## config.mk

```make
export PLATFORM = sky130hd
export DESIGN_NAME = conv_threshold_filter
export DESIGN_NICKNAME = d
export VERILOG_FILES = /design/src/rtl/ctf_pkg.sv /design/src/rtl/ctf_rst_sync.sv /design/src/rtl/ctf_regs.sv /design/src/rtl/ctf_compare.sv /design/src/rtl/ctf_counter.sv /design/src/rtl/conv_threshold_filter.sv
export SDC_FILE = /design/constraint.sdc
export NUM_CORES = 1
export LEC_CHECK = 0
export CAP_MARGIN = 0
export CORE_ASPECT_RATIO = 0.75
export CORE_MARGIN = 2
export CORE_UTILIZATION = 45
export DETAILED_ROUTE_END_ITERATION = 10
export PLACE_DENSITY = 0.71
export SLEW_MARGIN = 20
export SYNTH_ARGS = -nofsm -noshare
export SYNTH_HDL_FRONTEND = slang
export SYNTH_SLANG_ARGS = --single-unit
```

## constraint.sdc

```tcl
create_clock -name clk -period 1.9 [get_ports clk]
set_input_delay 0.38 -clock clk [delete_from_list [all_inputs] [get_ports clk]]
set_output_delay 0.38 -clock clk [all_outputs]
set_load 0.01 [all_outputs]
```

## src/rtl/ctf_pkg.sv

```systemverilog
package ctf_pkg;
  localparam logic [1:0] REG_THR_LO = 2'd0;
  localparam logic [1:0] REG_CTRL   = 2'd1;
  localparam logic [1:0] REG_TARGET = 2'd2;
  localparam logic [1:0] REG_STATUS = 2'd3;

  localparam int CTRL_EN_BIT   = 7;
  localparam int CTRL_MODE_BIT = 6;
  localparam int CTRL_DEC_BIT  = 5;

  typedef enum logic [1:0] {
    KIND_ABS   = 2'd0,
    KIND_RATIO = 2'd1,
    KIND_TEMP  = 2'd2,
    KIND_RSVD  = 2'd3
  } conv_kind_e;
endpackage

```

## src/rtl/ctf_rst_sync.sv

```systemverilog
module ctf_rst_sync (
  input  logic clk,
  input  logic rst_n,
  output logic rst_sn
);
  logic [1:0] sync_q;

  always_ff @(posedge clk or negedge rst_n) begin
    if (!rst_n) sync_q <= 2'b00;
    else        sync_q <= {sync_q[0], 1'b1};
  end

  assign rst_sn = sync_q[1];
endmodule

```

## src/rtl/ctf_regs.sv

```systemverilog
module ctf_regs #(
  parameter int RES_W = 10,
  parameter int CNT_W = 8
) (
  input  logic             clk,
  input  logic             rst_n,
  input  logic             we,
  input  logic [1:0]       addr,
  input  logic [7:0]       wdata,
  input  logic             conv_busy,
  input  logic             flag,
  output logic [7:0]       rdata,
  output logic             en,
  output logic             mode,
  output logic             dec,
  output logic [RES_W-1:0] thr,
  output logic [CNT_W-1:0] target,
  output logic             flag_clr
);
  import ctf_pkg::*;
  localparam int HI_W = RES_W - 8;

  logic [7:0]       lo_q, lo_d;
  logic [HI_W-1:0]  hi_q, hi_d;
  logic             en_q, en_d, mode_q, mode_d, dec_q, dec_d;
  logic [CNT_W-1:0] tgt_q, tgt_d;
  logic             ld;

  always_comb begin
    lo_d   = lo_q;
    hi_d   = hi_q;
    en_d   = en_q;
    mode_d = mode_q;
    dec_d  = dec_q;
    tgt_d  = tgt_q;
    ld     = 1'b0;
    if (we) begin
      case (addr)
        REG_THR_LO: if (!conv_busy) begin
          lo_d = wdata;
          ld   = 1'b1;
        end
        REG_CTRL: if (!conv_busy) begin
          en_d   = wdata[CTRL_EN_BIT];
          mode_d = wdata[CTRL_MODE_BIT];
          dec_d  = wdata[CTRL_DEC_BIT];
          hi_d   = wdata[HI_W-1:0];
          ld     = 1'b1;
        end
        REG_TARGET: begin
          tgt_d = wdata[CNT_W-1:0];
          ld    = 1'b1;
        end
        default: ld = 1'b0;
      endcase
    end
  end

  always_ff @(posedge clk or negedge rst_n) begin
    if (!rst_n) begin
      lo_q   <= '0;
      hi_q   <= '0;
      en_q   <= 1'b0;
      mode_q <= 1'b0;
      dec_q  <= 1'b0;
      tgt_q  <= '0;
    end else if (ld) begin
      lo_q   <= lo_d;
      hi_q   <= hi_d;
      en_q   <= en_d;
      mode_q <= mode_d;
      dec_q  <= dec_d;
      tgt_q  <= tgt_d;
    end
  end

  always_comb begin
    rdata = 8'h00;
    case (addr)
      REG_THR_LO: rdata = lo_q;
      REG_CTRL: begin
        rdata[CTRL_EN_BIT]   = en_q;
        rdata[CTRL_MODE_BIT] = mode_q;
        rdata[CTRL_DEC_BIT]  = dec_q;
        rdata[HI_W-1:0]      = hi_q;
      end
      REG_TARGET: rdata[CNT_W-1:0] = tgt_q;
      default:    rdata[0] = flag;
    endcase
  end

  assign flag_clr = we && (addr == REG_STATUS) && wdata[0];
  assign en       = en_q;
  assign mode     = mode_q;
  assign dec      = dec_q;
  assign thr      = {hi_q, lo_q};
  assign target   = tgt_q;
endmodule

```

## src/rtl/ctf_compare.sv

```systemverilog
module ctf_compare #(
  parameter int RES_W = 10
) (
  input  logic [RES_W-1:0] res,
  input  logic [RES_W-1:0] thr,
  input  logic             mode,
  input  logic [1:0]       kind,
  input  logic             sign,
  output logic             hit
);
  import ctf_pkg::*;

  logic             signed_sel;
  logic [RES_W-1:0] bias, res_b, thr_b;
  logic             at_or_above;

  // Flipping the top bit maps two's complement order onto unsigned order.
  assign signed_sel  = (kind == KIND_RATIO) && sign;
  assign bias        = {signed_sel, {(RES_W-1){1'b0}}};
  assign res_b       = res ^ bias;
  assign thr_b       = thr ^ bias;
  assign at_or_above = (res_b >= thr_b);
  assign hit         = mode ? !at_or_above : at_or_above;
endmodule

```

## src/rtl/ctf_counter.sv

```systemverilog
module ctf_counter #(
  parameter int CNT_W = 8
) (
  input  logic             clk,
  input  logic             rst_n,
  input  logic             en,
  input  logic             valid,
  input  logic             hit,
  input  logic             dec,
  input  logic [CNT_W-1:0] target,
  input  logic             flag_clr,
  output logic [CNT_W-1:0] cnt,
  output logic             flag
);
  localparam logic [CNT_W-1:0] CNT_MAX = {CNT_W{1'b1}};

  logic [CNT_W-1:0] cnt_q, cnt_d, step;
  logic             flag_q, flag_d, fire;

  always_comb begin
    step = cnt_q;
    if (hit)      step = (cnt_q == CNT_MAX) ? CNT_MAX : cnt_q + 1'b1;
    else if (dec) step = (cnt_q == '0) ? '0 : cnt_q - 1'b1;
    else          step = '0;
  end

  always_comb begin
    cnt_d = cnt_q;
    fire  = 1'b0;
    if (!en) begin
      cnt_d = '0;
    end else if (valid) begin
      if ((target != '0) && (step == target)) begin
        fire  = 1'b1;
        cnt_d = '0;
      end else begin
        cnt_d = step;
      end
    end
    flag_d = fire ? 1'b1 : (flag_clr ? 1'b0 : flag_q);
  end

  always_ff @(posedge clk or negedge rst_n) begin
    if (!rst_n) begin
      cnt_q  <= '0;
      flag_q <= 1'b0;
    end else begin
      cnt_q  <= cnt_d;
      flag_q <= flag_d;
    end
  end

  assign cnt  = cnt_q;
  assign flag = flag_q;
endmodule

```

## src/rtl/conv_threshold_filter.sv

```systemverilog
module conv_threshold_filter #(
  parameter int RES_W = 10,
  parameter int CNT_W = 8
) (
  input  logic             clk,
  input  logic             rst_n,
  input  logic             cfg_we_i,
  input  logic [1:0]       cfg_addr_i,
  input  logic [7:0]       cfg_wdata_i,
  output logic [7:0]       cfg_rdata_o,
  input  logic             conv_busy_i,
  input  logic [1:0]       conv_kind_i,
  input  logic             res_sign_i,
  input  logic             res_valid_i,
  input  logic [RES_W-1:0] res_data_i,
  input  logic             conv_done_flag_i,
  output logic             ready_irq_o,
  output logic             cmp_flag_o
);
  logic             rst_sn;
  logic             cmp_en, cmp_mode, cmp_dec, flag_clr, hit;
  logic [RES_W-1:0] thr;
  logic [CNT_W-1:0] target, cnt;

  ctf_rst_sync u_rst (
    .clk    (clk),
    .rst_n  (rst_n),
    .rst_sn (rst_sn)
  );

  ctf_regs #(.RES_W(RES_W), .CNT_W(CNT_W)) u_regs (
    .clk       (clk),
    .rst_n     (rst_sn),
    .we        (cfg_we_i),
    .addr      (cfg_addr_i),
    .wdata     (cfg_wdata_i),
    .conv_busy (conv_busy_i),
    .flag      (cmp_flag_o),
    .rdata     (cfg_rdata_o),
    .en        (cmp_en),
    .mode      (cmp_mode),
    .dec       (cmp_dec),
    .thr       (thr),
    .target    (target),
    .flag_clr  (flag_clr)
  );

  ctf_compare #(.RES_W(RES_W)) u_cmp (
    .res  (res_data_i),
    .thr  (thr),
    .mode (cmp_mode),
    .kind (conv_kind_i),
    .sign (res_sign_i),
    .hit  (hit)
  );

  ctf_counter #(.CNT_W(CNT_W)) u_cnt (
    .clk      (clk),
    .rst_n    (rst_sn),
    .en       (cmp_en),
    .valid    (res_valid_i),
    .hit      (hit),
    .dec      (cmp_dec),
    .target   (target),
    .flag_clr (flag_clr),
    .cnt      (cnt),
    .flag     (cmp_flag_o)
  );

  assign ready_irq_o = conv_done_flag_i && !cmp_en;
endmodule

```

==> results.toml <==
[run_status]
status = "complete, but fails checks"
violations = "negative setup slack"

[layout]
n_antenna_cell = 0
nFillCells = 404
area_growth_pct = 48.1
nNetsFinal = 408
regArea_um2 = 801
multi_input_comb_area_mm2 = 0.00152
design_area_mm2 = 0.00348
layout-drive-gt1-share_pct = 32.9

[power_and_ir_drop]
pwr-share-clk_pct = 18.2
swShare_pct = 36.5
power_density_mw_per_mm2 = 887
power.switching_mw = 1.12
power.combinational.fraction_pct = 52.9
p_seq_share_pct = 29.0
total_power_mw = 3.08
p_leak_nw = 1.62
vdd_drop_max_mv = 0.453
intPower_mw = 1.96

[die]
core.rowCount = 22
initial_core_util_pct = 47.4
fp.dieH_um = 66.6
io_pins = 39
die_area_mm2 = 0.00582
fp.dieW_um = 87.4
core-area_mm2 = 0.00495

[sta]
fmax_mhz = 331
post-route-period-util_pct = 159
rsz0062_at_grt = "true"
hold_viol = 0
maxSlewViolCount = 0
min_period_ns = 3.02
setup_viol = 9
setup_slack_ns = -1.12
fin_skew_ns = 0.00973

[grt]
grt_usage_pct = 26.3
overflow = 0
grt_max_degree = 31
grt_pass1_wl_um = 11500
antenna_found_initial = 0
grt_pass1_vias = 2334

[placed_design]
gp_congestion = 0.925
dpl_cell_area_mm2 = 0.00328
numPortBuffers = 38
dp_hpwl_um = 5320
dp_slack_ns = -1.58

[cts]
cts_tree = "built"
numCtsBuffers = 5
cts_buffer_depth = 2
clkSinkCount = 32
clk_pin_slew_ns = 0.07
clock_latency_ns = 0.30
clockRootBuffer = "clkbuf_8"
htree_num_levels = 2
cts_hold_buf = 0

[setup_path]
crit_chain = "inv_2 -> ha_4 -> a211o_1 -> a21oi_2 -> o211ai_1 -> a211o_1 -> and2_4 -> or4_4 -> a22o_4 -> nor4_4 -> buf_6 -> o21ai_1"
r2r_cells = 12
rr_startpoint = "u_regs.lo_q[7]"
cp.arrival_ns = 3.20
cpPeakStageDelay_ns = 0.51
worstReg2RegEnd = "u_cnt.cnt[5]"
startpoint_type = "flop"
rrSetupSlack_ns = -1.12
path_max_fanout = 7
crit_required_ns = 2.08
path_class = "flop to flop"
cp_slowest_cell = "or4_4"
worst_setup_path_end_kind = "flop"
critical_path.most_common_cell = "a211o_1"

[routing]
drc = 0
routed_wl_um = 7020
num_vias = 2373
drt_pre_antenna_iters = 4
vias_per_cell = 5.54
routedWlPerCell_um = 16.4
route.antenna.remaining_nets = 0
drt_iter0_drc = 254

[yosys]
synth_edf_count = 0
synthFlopType = "dfrtp_1"
synthCells = 263
syn_avg_cell_area_um2 = 8.93
synth.yosys.seq_area_share_pct = 34.1
synth.ff_latch_count = 32
syn_area_mm2 = 0.00235
synth.distinct_cells = 52
syn-num-nets = 304
synth_async_sr_flop_share_pct = 100
yosysWarningCount = 0

[run]
cap_violations = 0

[min_path]
holdCritPathClass = "primary input to asynchronous set/reset pin"
-- routing by layer --
| layer | part of all wire [%] | global-route usage (%) |
|---|---|---|
| met5 | 0 | 0 |
| met1 | 48 | 38.9 |
| met2 | 44 | 38.7 |
| met4 | 0.81 | 5.19 |
| met3 | 7.2 | 6.82 |
-- worst max-delay path by stage --
| stage | start | endpoint | slack [ns] | depth (start not counted) |
|---|---|---|---|---|
| floorplan | u_regs.lo_q[7] | u_cnt.cnt[7] | -1.03 | 12 |
| finish | u_regs.lo_q[7] | u_cnt.cnt[5] | -1.12 | 12 |
| global route | u_regs.lo_q[7] | u_cnt.cnt[5] | -1.26 | 12 |
| detailed placement | res_data_i[7] | u_cnt.cnt[7] | -1.58 | 11 |
| global placement | res_data_i[7] | u_cnt.cnt[7] | -1.52 | 11 |
| CTS | u_regs.lo_q[7] | u_cnt.cnt[5] | -1.13 | 12 |
-- through the flow --
step	TNS [ns]	instances	utilization, %	hold slack, ns
2_1_floorplan	-8.87	263	-	0.0844
3_3_place_gp	-16.68	417	66.2	0.264
3_5_place_dp	-17.60	417	66.2	0.275
4_1_cts	-10.04	426	69.0	0.241
5_1_grt	-11.13	428	70.2	0.244
6_report	-9.98	428	70.2	0.244
-- cell usage in the layout (no fill, tap or decap), types with 3 or more instances in the layout --
cell type | netlist | layout
a211o_1 | 3 | 3
a21oi_1 | 8 | 7
buf_4 | 0 | 70
buf_6 | 2 | 3
clkbuf_8 | 0 | 6
clkdlybuf4s50_1 | 0 | 24
dfrtp_1 | 32 | 32
dlygate4sd2_1 | 0 | 12
ha_1 | 12 | 9
inv_1 | 17 | 16
mux2_2 | 15 | 15
mux2i_1 | 12 | 9
mux2i_2 | 0 | 3
nand2_1 | 34 | 34
nand2b_1 | 4 | 3
nand3_1 | 8 | 8
nand4_1 | 3 | 3
nor2_1 | 11 | 11
nor2b_1 | 7 | 7
nor3_1 | 4 | 4
o21ai_0 | 23 | 17
o21ai_1 | 0 | 5
xnor2_1 | 10 | 9
xor2_1 | 6 | 6
-- logic make-up (layout without fill, tap and decap cells) --
logic type	count (synthesis)	in the layout	synth area share, %
AO/OA/AOI/OAI	54	54	14.5
XOR/XNOR	16	16	5.97
adder cells (fa/ha/maj)	12	12	6.39
buffers and inverters	31	136	5.65
flip-flops	32	32	34.1
multiplexers	28	28	13.3
other	1	1	0.160
AND/OR/NAND/NOR	89	89	19.9
-- repair_timing --
action	in CTS	in global routing
setup endpoints to repair	17	10
pin swaps	18	5
setup buffers	1	2
resized for setup	31	8
hold endpoints to repair	0	0
-- layout make-up --
type | count | area share [%]
multi-input combinational | 200 | 43.8
timing repair buffer | 111 | 26.5
sequential | 32 | 23.0
clock buffer | 7 | 2.48
tap | 60 | 2.16
inverter | 17 | 1.83
clock inverter | 1 | 0.216
-- cells in the mapped netlist, types with 3 or more instances --
cell type / count / share of area (%)
mux2_2: 15 / 7.2
ha_1: 12 / 6.4
dfrtp_1: 32 / 34
inv_1: 17 / 2.7
nand3_1: 8 / 1.7
a211o_1: 3 / 1.1
nand2_1: 34 / 5.4
xor2_1: 6 / 2.2
mux2i_1: 12 / 5.1
nor3_1: 4 / 0.85
nand4_1: 3 / 0.80
nor2b_1: 7 / 1.9
o21ai_0: 23 / 4.9
xnor2_1: 10 / 3.7
clkbuf_1: 9 / 1.4
a21oi_1: 8 / 1.7
nand2b_1: 4 / 1.1
nor2_1: 11 / 1.8
-- sequential cells by signal, indices dropped and copies added (netlist names) --
| register | count |
|---|---|
| u_regs.en | 1 |
| u_regs.target | 8 |
| u_regs.mode | 1 |
| u_cnt.cnt | 8 |
| u_regs.lo_q | 8 |
| u_regs.dec | 1 |
| u_rst.sync_q | 2 |
| u_cnt.flag | 1 |
| u_regs.hi_q | 2 |
-- critical path: cells and delay by family, from the launching register on --
family | cells | cell delay [ns]
AO/OA/AOI/OAI | 6 | 1.22
adder cells (fa/ha/maj) | 1 | 0.19
buffers and inverters | 2 | 0.25
flip-flops | 1 | 0.41
AND/OR/NAND/NOR | 3 | 0.84
-- power by group through the flow --
stage               Clock [mW]  Sequential (mW)  Combinational (mW)
floorplan                    0            0.902               0.804
global placement             0            0.896                1.46
detailed placement           0            0.900                1.49
CTS                      0.569            0.888                1.54
global route             0.606            0.905                1.77
finish                   0.560            0.894                1.63
Power figures use the tool's default switching activity.
